--- src/rtl/haf_pkg.sv ---
package haf_pkg;
  typedef enum logic [1:0] {
    ST_DROP = 2'd0,  // waiting for next start of packet
    ST_ADR2 = 2'd1,  // first address byte held, second pending
    ST_PASS = 2'd2   // packet accepted, forwarding
  } haf_state_e;
endpackage

--- src/rtl/haf_match.sv ---
module haf_match #(
  parameter int unsigned DATA_W    = 8,
  parameter int unsigned CMP_BITS  = 6,
  parameter int unsigned CALL_BITS = 7,
  parameter bit          CALL_EN   = 1'b1
) (
  input  logic              two_byte_i,
  input  logic [DATA_W-1:0] addr1_i,
  input  logic [DATA_W-1:0] addr2_i,
  input  logic [DATA_W-1:0] data_i,
  output logic              first_ok_o,
  output logic              second_ok_o
);
  localparam int unsigned MSB = DATA_W - 1;

  logic short_hit, full1_hit, full2_hit, bcast;

  assign short_hit = (data_i[MSB -: CMP_BITS] == addr1_i[MSB -: CMP_BITS]);
  assign full1_hit = (data_i == addr1_i);
  assign full2_hit = (data_i == addr2_i);

  generate
    if (CALL_EN) begin : g_call
      assign bcast = &data_i[MSB -: CALL_BITS];
    end else begin : g_nocall
      assign bcast = 1'b0;
    end
  endgenerate

  assign first_ok_o  = bcast | (two_byte_i ? full1_hit : short_hit);
  assign second_ok_o = bcast | full2_hit;
endmodule

--- src/rtl/haf_fsm.sv ---
module haf_fsm
  import haf_pkg::*;
#(
  parameter int unsigned DATA_W = 8
) (
  input  logic              clk_i,
  input  logic              rst_ni,
  input  logic              en_i,
  input  logic              two_i,
  input  logic              in_valid_i,
  input  logic [DATA_W-1:0] in_data_i,
  input  logic              in_sop_i,
  input  logic              in_eop_i,
  input  logic              in_abort_i,
  input  logic              first_ok_i,
  input  logic              second_ok_i,
  output logic              out_valid_o,
  output logic [DATA_W-1:0] out_data_o,
  output logic              out_sop_o,
  output logic              out_eop_o,
  output logic              out_abort_o
);
  haf_state_e        st_q, st_d;
  logic [DATA_W-1:0] hold_q, hold_d;
  logic [DATA_W-1:0] pend_q, pend_d;
  logic              pend_v_q, pend_v_d;
  logic              pend_eop_q, pend_eop_d;
  logic              ov_d, osop_d, oeop_d, oab_d;
  logic [DATA_W-1:0] od_d;
  logic              pass_now;

  // start byte forwarded at once: filter off, or short-mode hit
  assign pass_now = !en_i || (!two_i && first_ok_i);

  always_comb begin
    st_d       = st_q;
    hold_d     = hold_q;
    pend_d     = pend_q;
    pend_v_d   = 1'b0;
    pend_eop_d = pend_eop_q;
    ov_d       = 1'b0;
    od_d       = out_data_o;
    osop_d     = 1'b0;
    oeop_d     = 1'b0;
    oab_d      = 1'b0;

    if (pend_v_q) begin
      ov_d   = 1'b1;
      od_d   = pend_q;
      oeop_d = pend_eop_q;
    end

    if (in_valid_i) begin
      if (in_sop_i) begin
        if (pass_now) begin
          ov_d   = 1'b1;
          od_d   = in_data_i;
          osop_d = 1'b1;
          oeop_d = in_eop_i;
          st_d   = in_eop_i ? ST_DROP : ST_PASS;
        end else if (first_ok_i && !in_eop_i) begin
          hold_d = in_data_i;
          st_d   = ST_ADR2;
        end else begin
          st_d = ST_DROP;
        end
      end else begin
        unique case (st_q)
          ST_PASS: begin
            ov_d   = 1'b1;
            od_d   = in_data_i;
            oeop_d = in_eop_i;
            if (in_eop_i) st_d = ST_DROP;
          end
          ST_ADR2: begin
            if (second_ok_i) begin
              ov_d       = 1'b1;
              od_d       = hold_q;
              osop_d     = 1'b1;
              pend_v_d   = 1'b1;
              pend_d     = in_data_i;
              pend_eop_d = in_eop_i;
              st_d       = in_eop_i ? ST_DROP : ST_PASS;
            end else begin
              st_d = ST_DROP;
            end
          end
          default: ;
        endcase
      end
    end else if (in_abort_i) begin
      oab_d = (st_q == ST_PASS);
      st_d  = ST_DROP;
    end
  end

  always_ff @(posedge clk_i or negedge rst_ni) begin
    if (!rst_ni) begin
      st_q        <= ST_DROP;
      hold_q      <= '0;
      pend_q      <= '0;
      pend_v_q    <= 1'b0;
      pend_eop_q  <= 1'b0;
      out_valid_o <= 1'b0;
      out_data_o  <= '0;
      out_sop_o   <= 1'b0;
      out_eop_o   <= 1'b0;
      out_abort_o <= 1'b0;
    end else begin
      st_q        <= st_d;
      hold_q      <= hold_d;
      pend_q      <= pend_d;
      pend_v_q    <= pend_v_d;
      pend_eop_q  <= pend_eop_d;
      out_valid_o <= ov_d;
      out_data_o  <= od_d;
      out_sop_o   <= osop_d;
      out_eop_o   <= oeop_d;
      out_abort_o <= oab_d;
    end
  end
endmodule

--- src/rtl/hdlc_addr_filter.sv ---
module hdlc_addr_filter #(
  parameter int unsigned DATA_W    = 8,
  parameter int unsigned CMP_BITS  = 6,
  parameter int unsigned CALL_BITS = 7,
  parameter bit          CALL_EN   = 1'b1
) (
  input  logic              clk_i,
  input  logic              rst_ni,
  input  logic              filt_en_i,
  input  logic              two_byte_i,
  input  logic [DATA_W-1:0] addr1_i,
  input  logic [DATA_W-1:0] addr2_i,
  input  logic              in_valid_i,
  input  logic [DATA_W-1:0] in_data_i,
  input  logic              in_sop_i,
  input  logic              in_eop_i,
  input  logic              in_abort_i,
  output logic              out_valid_o,
  output logic [DATA_W-1:0] out_data_o,
  output logic              out_sop_o,
  output logic              out_eop_o,
  output logic              out_abort_o
);
  logic first_ok, second_ok;

  haf_match #(
    .DATA_W   (DATA_W),
    .CMP_BITS (CMP_BITS),
    .CALL_BITS(CALL_BITS),
    .CALL_EN  (CALL_EN)
  ) u_match (
    .two_byte_i (two_byte_i),
    .addr1_i    (addr1_i),
    .addr2_i    (addr2_i),
    .data_i     (in_data_i),
    .first_ok_o (first_ok),
    .second_ok_o(second_ok)
  );

  haf_fsm #(
    .DATA_W(DATA_W)
  ) u_fsm (
    .clk_i      (clk_i),
    .rst_ni     (rst_ni),
    .en_i       (filt_en_i),
    .two_i      (two_byte_i),
    .in_valid_i (in_valid_i),
    .in_data_i  (in_data_i),
    .in_sop_i   (in_sop_i),
    .in_eop_i   (in_eop_i),
    .in_abort_i (in_abort_i),
    .first_ok_i (first_ok),
    .second_ok_i(second_ok),
    .out_valid_o(out_valid_o),
    .out_data_o (out_data_o),
    .out_sop_o  (out_sop_o),
    .out_eop_o  (out_eop_o),
    .out_abort_o(out_abort_o)
  );
endmodule

--- config.mk ---
export PLATFORM = sky130hd
export DESIGN_NAME = hdlc_addr_filter
export DESIGN_NICKNAME = d
export VERILOG_FILES = /design/src/rtl/haf_pkg.sv /design/src/rtl/haf_match.sv /design/src/rtl/haf_fsm.sv /design/src/rtl/hdlc_addr_filter.sv
export SDC_FILE = /design/constraint.sdc
export NUM_CORES = 1
export LEC_CHECK = 0
export ABC_AREA = 1
export CORE_MARGIN = 5
export CORE_UTILIZATION = 50
export CTS_CLUSTER_SIZE = 24
export DETAILED_ROUTE_END_ITERATION = 10
export HOLD_SLACK_MARGIN = 0.1
export PLACE_DENSITY = 0.85
export RECOVER_POWER = 100
export SETUP_SLACK_MARGIN = 0.02
export SLEW_MARGIN = 0
export SYNTH_ARGS = -nofsm -noshare
export SYNTH_HDL_FRONTEND = slang
export SYNTH_SLANG_ARGS = --single-unit
--- constraint.sdc ---
create_clock -name clk_i -period 4.2 [get_ports clk_i]
set_clock_uncertainty 0.15 [all_clocks]
set_input_delay 0.84 -clock clk_i [delete_from_list [all_inputs] [get_ports clk_i]]
set_output_delay 0.84 -clock clk_i [all_outputs]
set_load 0.01 [all_outputs]
==> results of run 1 <==
-- cells in the final DEF (no fill, tap or decap) --
cell	count
nand2_1	103
inv_1	64
o21ai_0	39
dfrtp_1	32
nand3_1	30
clkdlybuf4s50_1	28
a21oi_1	20
nor2_1	18
dlygate4sd3_1	15
nand4_1	9
clkbuf_8	6
xnor2_1	5
inv_2	3
clkbuf_1	3
ha_1	2
nand2_2	1
or2_0	1
nand3_2	1
o21ai_4	1
clkinv_1	1
or2_2	1
xor2_1	1
a21oi_2	1
nand2_4	1
o22ai_1	1
o21ai_2	1
buf_4	1
-- critical path, cell delays in order --
cell and delay [ns]:
dlygate4sd3_1 0.65, inv_1 0.13, nand2_1 0.06, nand2_1 0.07, nor2_1 0.05, nand2_1 0.08, nor2_1 0.07, o21ai_4 0.31
nand2_1 0.40, nor2_1 0.30, nand2_4 0.18, nand2_1 0.09, o21ai_0 0.08
-- final cells by class --
type / count / share of cell area
inverters: 68 / 0.0923
multi-input cells: 236 / 0.403
clock buffers: 8 / 0.0326
flip-flops and latches: 32 / 0.289
well taps: 52 / 0.0235
repair buffers: 45 / 0.160
-- power by group through the flow --
stage	combinational (mW)	clock, mW	sequential (mW)
floorplan	0.113	0	0.353
global route	0.241	0.261	0.342
detailed placement	0.224	0	0.346
global placement	0.221	0	0.345
finish	0.217	0.242	0.340
CTS	0.226	0.246	0.341
-- kinds of logic after synthesis --
kind of cell,count (synthesis),share of synthesized area
DFF,32,0.352
adders and majority gates,2,0.0110
AOI/OAI and AO/OA,63,0.157
and+or+nand+nor,165,0.318
xor gates and xnor gates,6,0.0231
buffers and inverters,82,0.140
-- state kept, by name, indices dropped and copies added (netlist names) --
name / cells
u_fsm.hold_q: 8
u_fsm.pend_v_q: 1
u_fsm.st_q: 2
u_fsm.out_abort_o: 1
u_fsm.out_data_o: 8
u_fsm.pend_eop_q: 1
u_fsm.out_eop_o: 1
u_fsm.pend_q: 8
u_fsm.out_valid_o: 1
u_fsm.out_sop_o: 1
-- cell usage after synthesis --
library cell | count | area share
a21oi_1 | 20 | 0.044
a21oi_2 | 1 | 0.0038
buf_1 | 3 | 0.0049
buf_2 | 2 | 0.0044
buf_6 | 1 | 0.0049
clkbuf_1 | 8 | 0.013
clkinv_1 | 1 | 0.0016
dfrtp_1 | 32 | 0.35
ha_1 | 2 | 0.011
inv_1 | 63 | 0.10
inv_2 | 4 | 0.0066
nand2_1 | 101 | 0.17
nand2_2 | 2 | 0.0055
nand2_4 | 2 | 0.0099
nand3_1 | 30 | 0.066
nand3_2 | 1 | 0.0044
nand4_1 | 9 | 0.025
nor2_1 | 15 | 0.025
nor2_2 | 2 | 0.0055
nor2_4 | 1 | 0.0049
o21ai_0 | 32 | 0.070
o21ai_1 | 1 | 0.0022
o21ai_2 | 7 | 0.027
o21ai_4 | 1 | 0.0071
o22ai_1 | 1 | 0.0027
or2_0 | 1 | 0.0027
or2_2 | 1 | 0.0027
xnor2_1 | 5 | 0.019
xor2_1 | 1 | 0.0038
-- routing by layer --
| layer | wire length, microns | part of all wire | vias to the layer above |
|---|---|---|---|
| li1 | - | - | 1164 |
| met1 | 2450 | 0.41 | 1055 |
| met2 | 2800 | 0.46 | 156 |
| met3 | 578 | 0.096 | 24 |
| met4 | 195 | 0.032 | 0 |
| met5 | 0 | 0 | - |
-- final timing paths --
path / startpoint / to / slack (ns) / cells past startpoint
setup / recovery: in_data_i[4] / u_fsm.hold_q[2] / 0.90 / 13
hold / removal: u_fsm.pend_q[0] / u_fsm.pend_q[0] / 0.34 / 2
setup reg to reg: u_fsm.st_q[0] / u_fsm.out_data_o[0] / 2.19 / 7
hold reg to reg: u_fsm.pend_q[0] / u_fsm.pend_q[0] / 0.34 / 2
max in group asynchronous: rst_ni / u_fsm.out_data_o[3] / 1.54 / 2
min in group asynchronous: rst_ni / u_fsm.pend_q[6] / 1.38 / 2
-- metrics by stage --
step,hold WS [ns],util
4_1_cts,0.338,0.642
3_5_place_dp,0.322,0.622
6_report,0.336,0.631
5_1_grt,0.356,0.631
3_3_place_gp,0.316,0.622
2_1_floorplan,0.303,-
==> summary.txt, run 1 <==
Power and ir drop
  • Sequential share of power: 0.426
  • Max VDD drop: between 0.2 and 0.25 mV
  • Pwr per Cell Area: around 290 nW/um^2
  • NetSw: roughly 0.24 mW
  • Int Power: roughly 0.56 mW
  • Power, Total: about 0.8 mW
  • Combinational Power Share: 0.271
  • Net Sw Frac: 0.304
  • Leakage power: 1.45 nW
  • Clk pwr share: 0.303

Critical path
  • Critical path type: in2reg
  • CP arrival: 3.31 ns
  • Startpoint class of the critical path: input port
  • Crit Path Max Fanout: 17
  • Worst EP required: roughly 4.2 ns
  • Crit. End Element: flip-flop

STA
  • Setup ws final: roughly 0.9 ns
  • Fin crit share: 0.786
  • Setup TNS: 0 ns
  • Fmax: slightly above 300 MHz
  • Hold Vio Cnt, Final: 0
  • Final setup viols: 0
  • Final Critical Period: 3.30 ns
  • Slew HR: -0.130
  • Final slew viol count: 33
  • Worst-margin pin slew: about 1.7 ns
  • Unrepaired setup endpoints after global routing: no

Final layout
  • Nets: about 420
  • Post-layout instance area: ~2800 sq um
  • Area Overhead vs Synth: 21.5%
  • Fillers: between 400 and 500
  • Multi-input gate area: between 1000 and 1500 sq um
  • Fin cells: ~440
  • Seq. cell area: roughly 800 sq um
  • ANT cells: 0
  • Share of post-route cells with drive strength above 1: 0.0437

Floorplan
  • Core Area: between 4000 and 5000 sq um
  • IO Count: 44
  • Die X: slightly below 80 microns
  • Std-Cell Rows: 24
  • Die area: 6000 sq um
  • Starting Density: 0.519
  • Die Ht: between 70 and 80 microns

GRT
  • Busiest grt layer: met2
  • Largest net degree at the start of global routing: 33
  • M3 GR Usage: 0.0521
  • Total grt overflow: 0
  • Met2 global-route usage: 0.343
  • First-pass GRT wire length: 10200 microns
  • Vias in the first global route: ~2300
  • GRT Util Overall: 0.205
  • M1 GR Usage: 0.250
  • Initial antenna violation count: 0

Clock tree
  • Clock sink total: 32
  • Cts repair resizes: 0
  • H-tree levels: 2
  • CTS buffer count: 5
  • CTS Hold Bufs: 0
  • Postcts setup bufs: 0
  • Clock transition at path regs: approximately 0.06 ns
  • Root Buffer Master: clkbuf_8
  • Worst-skew pair later-pin latency: roughly 0.28 ns
  • Clock Path Buffers: 2
  • CTS tree: yes

Synth
  • Mean Syn Cell Area: 6.51 sq um
  • Mapped cell area: ~2300 sq um
  • Seq cells post-synth: 32
  • Synth cell types: 29
  • YS warnings: 0
  • Synth Net Count: between 300 and 400
  • Sequential share of the synthesized area: 0.352
  • Syn Inst Count: 350

Outcome
  • Violated checks: max-capacitance violations, max-slew violations
  • Status: finished, violations left

Detailed routing
  • Initial DRC Count: 274
  • First-pass iteration count of the detailed router: 7
  • Via-to-Cell Ratio: 5.44
  • DRC: 0
  • Total Routed Length: between 6000 and 7000 microns
  • DRT antenna net count: 0
  • Via count: between 2000 and 2500
  • DR WL/cell: roughly 14 microns

Job
  • Max-Cap Viols: 1

Worst hold path
  • Worst hold-check path type: reg2reg

Placement
  • Area after DPL: between 2000 and 3000 sq um
  • GP Congestion: roughly 0.93
  • Post-DP HPWL: about 4400 microns
  • PortBufs: 43
  • Inst Count DP: roughly 430
  • Worst slack at placement: between 0.8 and 0.9 ns
(Power assumes the default switching activity.)
==> run 2: changes to the inputs <==
Clock period 4.2 ns to 3.4 ns, I/O delays scaled along.
==> run 2 against run 1 <==
  * The flow still finishes with violations (max-capacitance violations, max-slew violations)
  * Wire length is 2.1% higher
  * Register-to-register slack worse by 0.85 ns
  * Global-route usage is 0.59 points higher
  * Clock-buffer cell count fell by 2
  * Core utilization grew 0.63 points
  * Final cell count rose by 0.23%
  * Power rose by 26%
  * Non-clock buffer count increased by 1
  * Worst hold slack improved by 0.0061 ns
  * Setup slack got worse by 0.49 ns
  * Largest cell class unchanged
  * Sequential power grew 23%
  * Largest power group unchanged
  * Clock power grew 29%
  * Critical path type unchanged
==> summary.txt, run 2 (synthesized netlist as in run 1, its figures left out) <==
GRT
  • Largest net degree at the start of global routing: 33 (unchanged)
  • Total grt overflow: 0 (unchanged)
  • First-pass GRT wire length: 10500 microns (+3.3%)
  • GRT Util Overall: 0.211 (+0.00587)
  • Initial antenna violation count: 0 (unchanged)
  • Vias in the first global route: 2321 (+2.7%)

Detailed routing
  • Via-to-Cell Ratio: 5.45 (+0.27%)
  • Initial DRC Count: 298 (+8.8%)
  • DRC: 0 (unchanged)
  • First-pass iteration count of the detailed router: 5 (-2)
  • DR WL/cell: 13.9 microns (+1.9%)
  • Total Routed Length: 6160 microns (+2.1%)
  • DRT antenna net count: 0 (unchanged)
  • Via count: 2411 (+0.50%)

STA
  • Final setup viols: 0 (unchanged)
  • Unrepaired setup endpoints after global routing: no
  • Final Critical Period: roughly 3 ns
  • Setup TNS: 0 ns (unchanged)
  • Fmax: 334 MHz
  • Slew HR: -0.138 (-0.00820)
  • Fin crit share: 0.880
  • Worst-margin pin slew: 1.71 ns (+0.0123 ns)
  • Hold Vio Cnt, Final: 0 (unchanged)
  • Final slew viol count: 33 (unchanged)

Job
  • Max-Cap Viols: 1 (unchanged)

Critical path
  • Worst EP required: 3.40 ns (-0.81 ns)
  • CP arrival: 2.99 ns (-0.32 ns)
  • Worst r2r path cells: 7 (unchanged)
  • Capturing point of the worst reg2reg path: u_fsm.out_data_o[3]
  • Critical path type: in2reg
  • Crit Path Max Fanout: 17 (unchanged)
  • Startpoint class of the critical path: input port
  • Worst reg2reg startpoint: u_fsm.st_q[0]
  • CP endpoint: u_fsm.hold_q[2]
  • Crit. End Element: flip-flop
  • CP startpoint: in_data_i[4]
  • Flop-to-flop setup slack: 1.34 ns (-0.85 ns)

Clock tree
  • Worst-skew pair later-pin latency: 0.29 ns (about the same)
  • H-tree levels: 2 (unchanged)
  • Root Buffer Master: clkbuf_8
  • CTS buffer count: 5 (unchanged)
  • CTS Hold Bufs: 0 (unchanged)
  • Clock Path Buffers: 2 (unchanged)
  • CTS tree: yes
  • Clock transition at path regs: 0.08 ns (+0.02 ns)
  • Cts repair resizes: 0 (unchanged)
  • Postcts setup bufs: 0 (unchanged)
  • Clock sink total: 32 (unchanged)

Worst hold path
  • Hold Startpoint: u_fsm.pend_q[0]
  • Worst hold-check path type: reg2reg

Power and ir drop
  • Max VDD drop: 0.233 mV (+16%)
  • Leakage power: 1.45 nW (-0.21%)
  • Pwr per Cell Area: 359 nW/um^2 (+24%)

Final layout
  • Fillers: 417 (-3.7%)
  • Top Registers: u_fsm.hold_q x8, u_fsm.out_data_o x8, u_fsm.pend_q x8
  • ANT cells: 0 (unchanged)
  • Most frequent cells in the layout: 102 x nand2_1, 63 x inv_1, 37 x o21ai_0
  • Share of post-route cells with drive strength above 1: 0.0692 (+0.0255)
  • Area Overhead vs Synth: 22.7%
  • Fin cells: 442 (+0.23%)
  • Nets: 423 (+0.24%)
  • Commonest non-fill, non-tap cell in the layout: nand2_1

Floorplan
  • Die Ht: 77.5 microns (unchanged)
  • Die area: 6000 sq um (unchanged)
  • Die X: 77.5 microns (unchanged)
  • Starting Density: 0.519 (unchanged)
  • Std-Cell Rows: 24 (unchanged)
  • Core Area: 4380 sq um (unchanged)
  • IO Count: 44 (unchanged)

Placement
  • Inst Count DP: 434 (+0.23%)
  • Post-DP HPWL: 4390 microns (+0.92%)
  • PortBufs: 43 (unchanged)
  • GP Congestion: 0.921 (-1.4%)

Outcome
  • Violated checks: max-capacitance violations, max-slew violations
  • Status: finished, violations left
-- run 2: worst min path at each step --
stage | end | slack, ns | cells past startpoint
2_1_floorplan | u_fsm.hold_q[0] | 0.23 | 0
3_3_place_gp | u_fsm.hold_q[3] | 0.31 | 2
3_5_place_dp | u_fsm.hold_q[4] | 0.32 | 2
4_1_cts | u_fsm.hold_q[1] | 0.34 | 2
5_1_grt | u_fsm.hold_q[5] | 0.35 | 2
6_report | u_fsm.pend_q[0] | 0.34 | 2
-- run 2: area by class of cell --
cell class	instances	area [sq um]	share of cell area
Clock buffer	6	82.6	0.0296
Multi-Input combinational cell	236	1130	0.405
Timing Repair Buffer	46	449	0.161
Tap cell	52	65.1	0.0233
Sequential cell	32	801	0.287
Inverter	68	255	0.0914
Clock inverter	2	10.0	0.00358
-- run 2: layer usage --
metal	global-route usage	routed length, microns
met5	0	0
met4	0.0842	132
met2	0.352	2940
met3	0.0486	537
met1	0.265	2550
-- run 2: critical path, stage by stage --
cell and delay [ns]:
dlygate4sd3_1 0.70, inv_2 0.09, nand2_1 0.06, nand2_1 0.06
nor2_1 0.11, nand2_1 0.09, nor2_2 0.17, o21ai_4 0.07
nand2_2 0.25, nor2_4 0.04, nand2_1 0.50, o21ai_0 0.17
-- run 2: power breakdown --
part,internal [mW],total (mW),switching (mW)
Combinational,0.116,0.271,0.156
Clock,0.162,0.313,0.151
Sequential,0.406,0.419,0.0123
-- run 2: metrics by stage --
step                      hold WS [ns]  cell area, sq um  power (mW)  utilization  setup WS, ns
after floorplan                  0.234              2280       0.575            -          1.36
after global placement           0.314              2730       0.700        0.623         0.325
after detailed placement         0.323              2730       0.706        0.623         0.237
after CTS                        0.340              2830        1.01        0.644         0.522
after global routing             0.351              2790        1.05        0.637         0.164
final                            0.342              2790        1.00        0.637         0.407
==> run 3: changes to the inputs <==
Settings changed: ABC_AREA 1 to 0, PLACE_DENSITY 0.85 to 0.87.
==> run 3 against run 2 <==
  * Core utilization up 0.77 points
  * First-iteration DRC count fell by 42%
  * Final cell count decreased by 33%
  * Clock-buffer cell count unchanged
  * Maximum frequency decreased by 5.2%
  * Critical path depth decreased by 5
  * Register-to-register slack got worse by 0.06 ns
  * Clock power down 2%
  * Power is 6.8% lower
  * Non-clock buffer count increased by 7
  * Cell area fell by 7.7%
  * The run still ends with max-capacitance violations, max-slew violations left
  * Largest cell class unchanged
==> summary.txt, run 3 <==
Clock tree
  • H-tree levels: 2 (unchanged)
  • Cts repair resizes: 0 (unchanged)
  • Clock transition at path regs: 0.07 ns (about the same)
  • Clock Path Buffers: 2 (unchanged)
  • CTS tree: yes
  • Worst-skew pair later-pin latency: 0.29 ns (about the same)
  • Clock sink total: 32 (unchanged)
  • Postcts setup bufs: 0 (unchanged)
  • CTS Hold Bufs: 0 (unchanged)
  • Root Buffer Master: clkbuf_8
  • CTS buffer count: 5 (unchanged)

Synth
  • Synth area leader: dfrtp_1
  • Sequential share of the synthesized area: 0.389 (+0.0374)
  • Mean Syn Cell Area: 10.2 sq um (+57%)
  • Largest cells by area after synthesis: dfrtp_1 39%, mux2_2 9.8%, mux2i_1 7.8%
  • Top cells by count, synth: 32 x dfrtp_1, 19 x nor2_1, 18 x mux2_2
  • Syn Inst Count: 201 (-43%)
  • Mapped cell area: 2060 sq um (-9.6%)
  • Area share of the largest cell type after synthesis: 0.389 (+0.0374)
  • Asr flop ratio synth: 1.00 (unchanged)
  • Most frequent cell after synthesis: dfrtp_1
  • Dominant synthesized flop cell: dfrtp_1
  • Seq cells post-synth: 32 (unchanged)
  • Number of flops mapped to enable cells by yosys: 0 (unchanged)
  • YS warnings: 0 (unchanged)
  • Synth Net Count: 235 (-39%)
  • Synth cell types: 37 (+28%)

Critical path
  • CP startpoint: in_data_i[4]
  • Critical path depth: 7 (-5)
  • Largest stage delay, worst path: 0.66 ns (-0.04 ns)
  • Capturing point of the worst reg2reg path: u_fsm.out_valid_o
  • Worst path slowest cell: dlygate4sd3_1
  • CP endpoint: u_fsm.pend_eop_q
  • Worst r2r path cells: 5 (-2)
  • CP arrival: 3.18 ns (+0.19 ns)
  • CP bufs+invs: 2 (unchanged)
  • Crit Path Max Fanout: 7 (-10)
  • CP top delay family: buffers and inverters
  • CP cell instances: dlygate4sd3_1 -> xor2_1 -> nor4_1 -> a41o_1 -> and2b_1 -> clkbuf_1 -> mux2_2
  • Flop-to-flop setup slack: 1.28 ns (-0.06 ns)
  • Startpoint class of the critical path: input port
  • Worst reg2reg startpoint: u_fsm.st_q[0]
  • Worst EP required: 3.42 ns (+0.02 ns)
  • Critical path type: in2reg
  • Crit. End Element: flip-flop

Final layout
  • Nets: 277 (-35%)
  • Post-layout instance area: 2580 sq um (-7.7%)
  • Most frequent cells in the layout: 32 x dfrtp_1, 28 x clkdlybuf4s50_1, 19 x nor2_1
  • Share of post-route cells with drive strength above 1: 0.148 (+0.0783)
  • Commonest non-fill, non-tap cell in the layout: dfrtp_1
  • Top Registers: u_fsm.hold_q x8, u_fsm.out_data_o x8, u_fsm.pend_q x8
  • Area Overhead vs Synth: 25.3%
  • Fin util: 0.645 (+0.00771)
  • ANT cells: 0 (unchanged)

Job
  • Max-Cap Viols: 1 (unchanged)

STA
  • Fin crit share: 0.928 (+0.0479)
  • Worst-margin pin slew: 1.74 ns (+0.0307 ns)
  • Hold Vio Cnt, Final: 0 (unchanged)
  • Final Critical Period: 3.16 ns (+0.163 ns)
  • Setup TNS: 0 ns (unchanged)
  • Fmax: 317 MHz (-5.2%)
  • Unrepaired setup endpoints after global routing: no
  • Final slew viol count: 33 (unchanged)
  • Final setup viols: 0 (unchanged)
  • Slew HR: -0.159 (-0.0205)

Detailed routing
  • Via count: 1731 (-28%)
  • DR WL/cell: 18.2 microns (+30%)
  • DRT antenna net count: 0 (unchanged)
  • DRC: 0 (unchanged)
  • Via-to-Cell Ratio: 5.89 (+7.9%)
  • First-pass iteration count of the detailed router: 4 (-1)
  • Total Routed Length: 5340 microns (-13%)
  • Initial DRC Count: 172 (-42%)

Placement
  • PortBufs: 43 (unchanged)
  • GP Congestion: 0.831 (-9.8%)
  • Post-DP HPWL: 3820 microns (-13%)
  • Area after DPL: 2530 sq um (-7.5%)

GRT
  • Vias in the first global route: 1760 (-24%)
  • First-pass GRT wire length: 8600 microns (-18%)
  • GRT Util Overall: 0.210 (-0.00174)
  • Largest net degree at the start of global routing: 33 (unchanged)
  • Initial antenna violation count: 0 (unchanged)
  • Total grt overflow: 0 (unchanged)

Floorplan
  • IO Count: 44 (unchanged)
  • Std-Cell Rows: 23 (-4.2%)
  • Die Ht: 74.2 microns (-4.3%)
  • Die X: 74.2 microns (-4.3%)
  • Core Area: 4000 sq um (-8.8%)
  • Starting Density: 0.515 (-0.00486)
  • Die area: 5500 sq um (-8.4%)

Worst hold path
  • Hold Startpoint: u_fsm.hold_q[7]
  • Worst hold-check path type: reg2reg

Power and ir drop
  • Leakage power: 1.10 nW (-24%)
  • Max VDD drop: 0.200 mV (-14%)
  • Pwr per Cell Area: 362 nW/um^2 (+0.98%)

Outcome
  • Violated checks: max-capacitance violations, max-slew violations
  • Status: finished, violations left
run 3: changes by cell type in the layout (fill, tap and decap cells not counted), moves of 8 or more:
cell / previous run / this run
xor2_1: 1 / 14
o21ai_0: 37 / 1
mux2_1: 0 / 8
o211ai_1: 0 / 8
nand4_1: 9 / 1
mux2_2: 0 / 18
nand3_1: 30 / 1
inv_1: 63 / 3
nand2_1: 102 / 15
mux2i_1: 0 / 16
run 3: layer usage:
layer	GRT usage	vias up	part of all wire
met3	0.0486	6	0.080
met4	0.0584	0	0.012
li1	-	792	-
met1	0.261	852	0.41
met2	0.363	81	0.50
met5	0	-	0
run 3: where the power goes:
| part | total, mW | switching, mW | internal [mW] |
|---|---|---|---|
| clock network | 0.307 | 0.146 | 0.161 |
| logic | 0.216 | 0.107 | 0.109 |
| registers | 0.412 | 0.0105 | 0.401 |
run 3: metrics by stage:
stage                     power [mW]  hold slack (ns)  setup slack, ns  cells
after floorplan                0.531            0.234            0.831    201
after global placement         0.636            0.338            0.188    286
after detailed placement       0.644            0.346            0.143    286
after CTS                      0.949            0.363            0.462    294
after global routing           0.982            0.380            0.204    294
final                          0.935            0.354            0.244    294
run 3: how the worst min path moves through the flow:
stage,to,slack (ns),cells past startpoint
floorplan,u_fsm.hold_q[0],0.23,0
global placement,u_fsm.pend_q[6],0.34,1
detailed placement,u_fsm.hold_q[1],0.35,1
CTS,u_fsm.hold_q[1],0.36,1
global route,u_fsm.hold_q[0],0.38,1
finish,u_fsm.hold_q[7],0.35,1
run 3: cells by family after synthesis:
group | after synthesis | share of synthesized area
xor+xnor | 16 | 0.0681
simple gates | 57 | 0.144
buf+inv | 21 | 0.0529
flops | 32 | 0.389
fa+ha+maj | 2 | 0.0122
mux | 42 | 0.235
compound gates | 31 | 0.0991
run 3: area by class of cell:
type | count | area [sq um]
Timing Repair Buffer | 53 | 494
Clock buffer | 6 | 82.6
Inverter | 3 | 11.3
Multi-Input combinational cell | 148 | 1120
Clock inverter | 2 | 10.0
Tap cell | 50 | 62.6
Sequential cell | 32 | 801
Fill cell | 343 | 1420
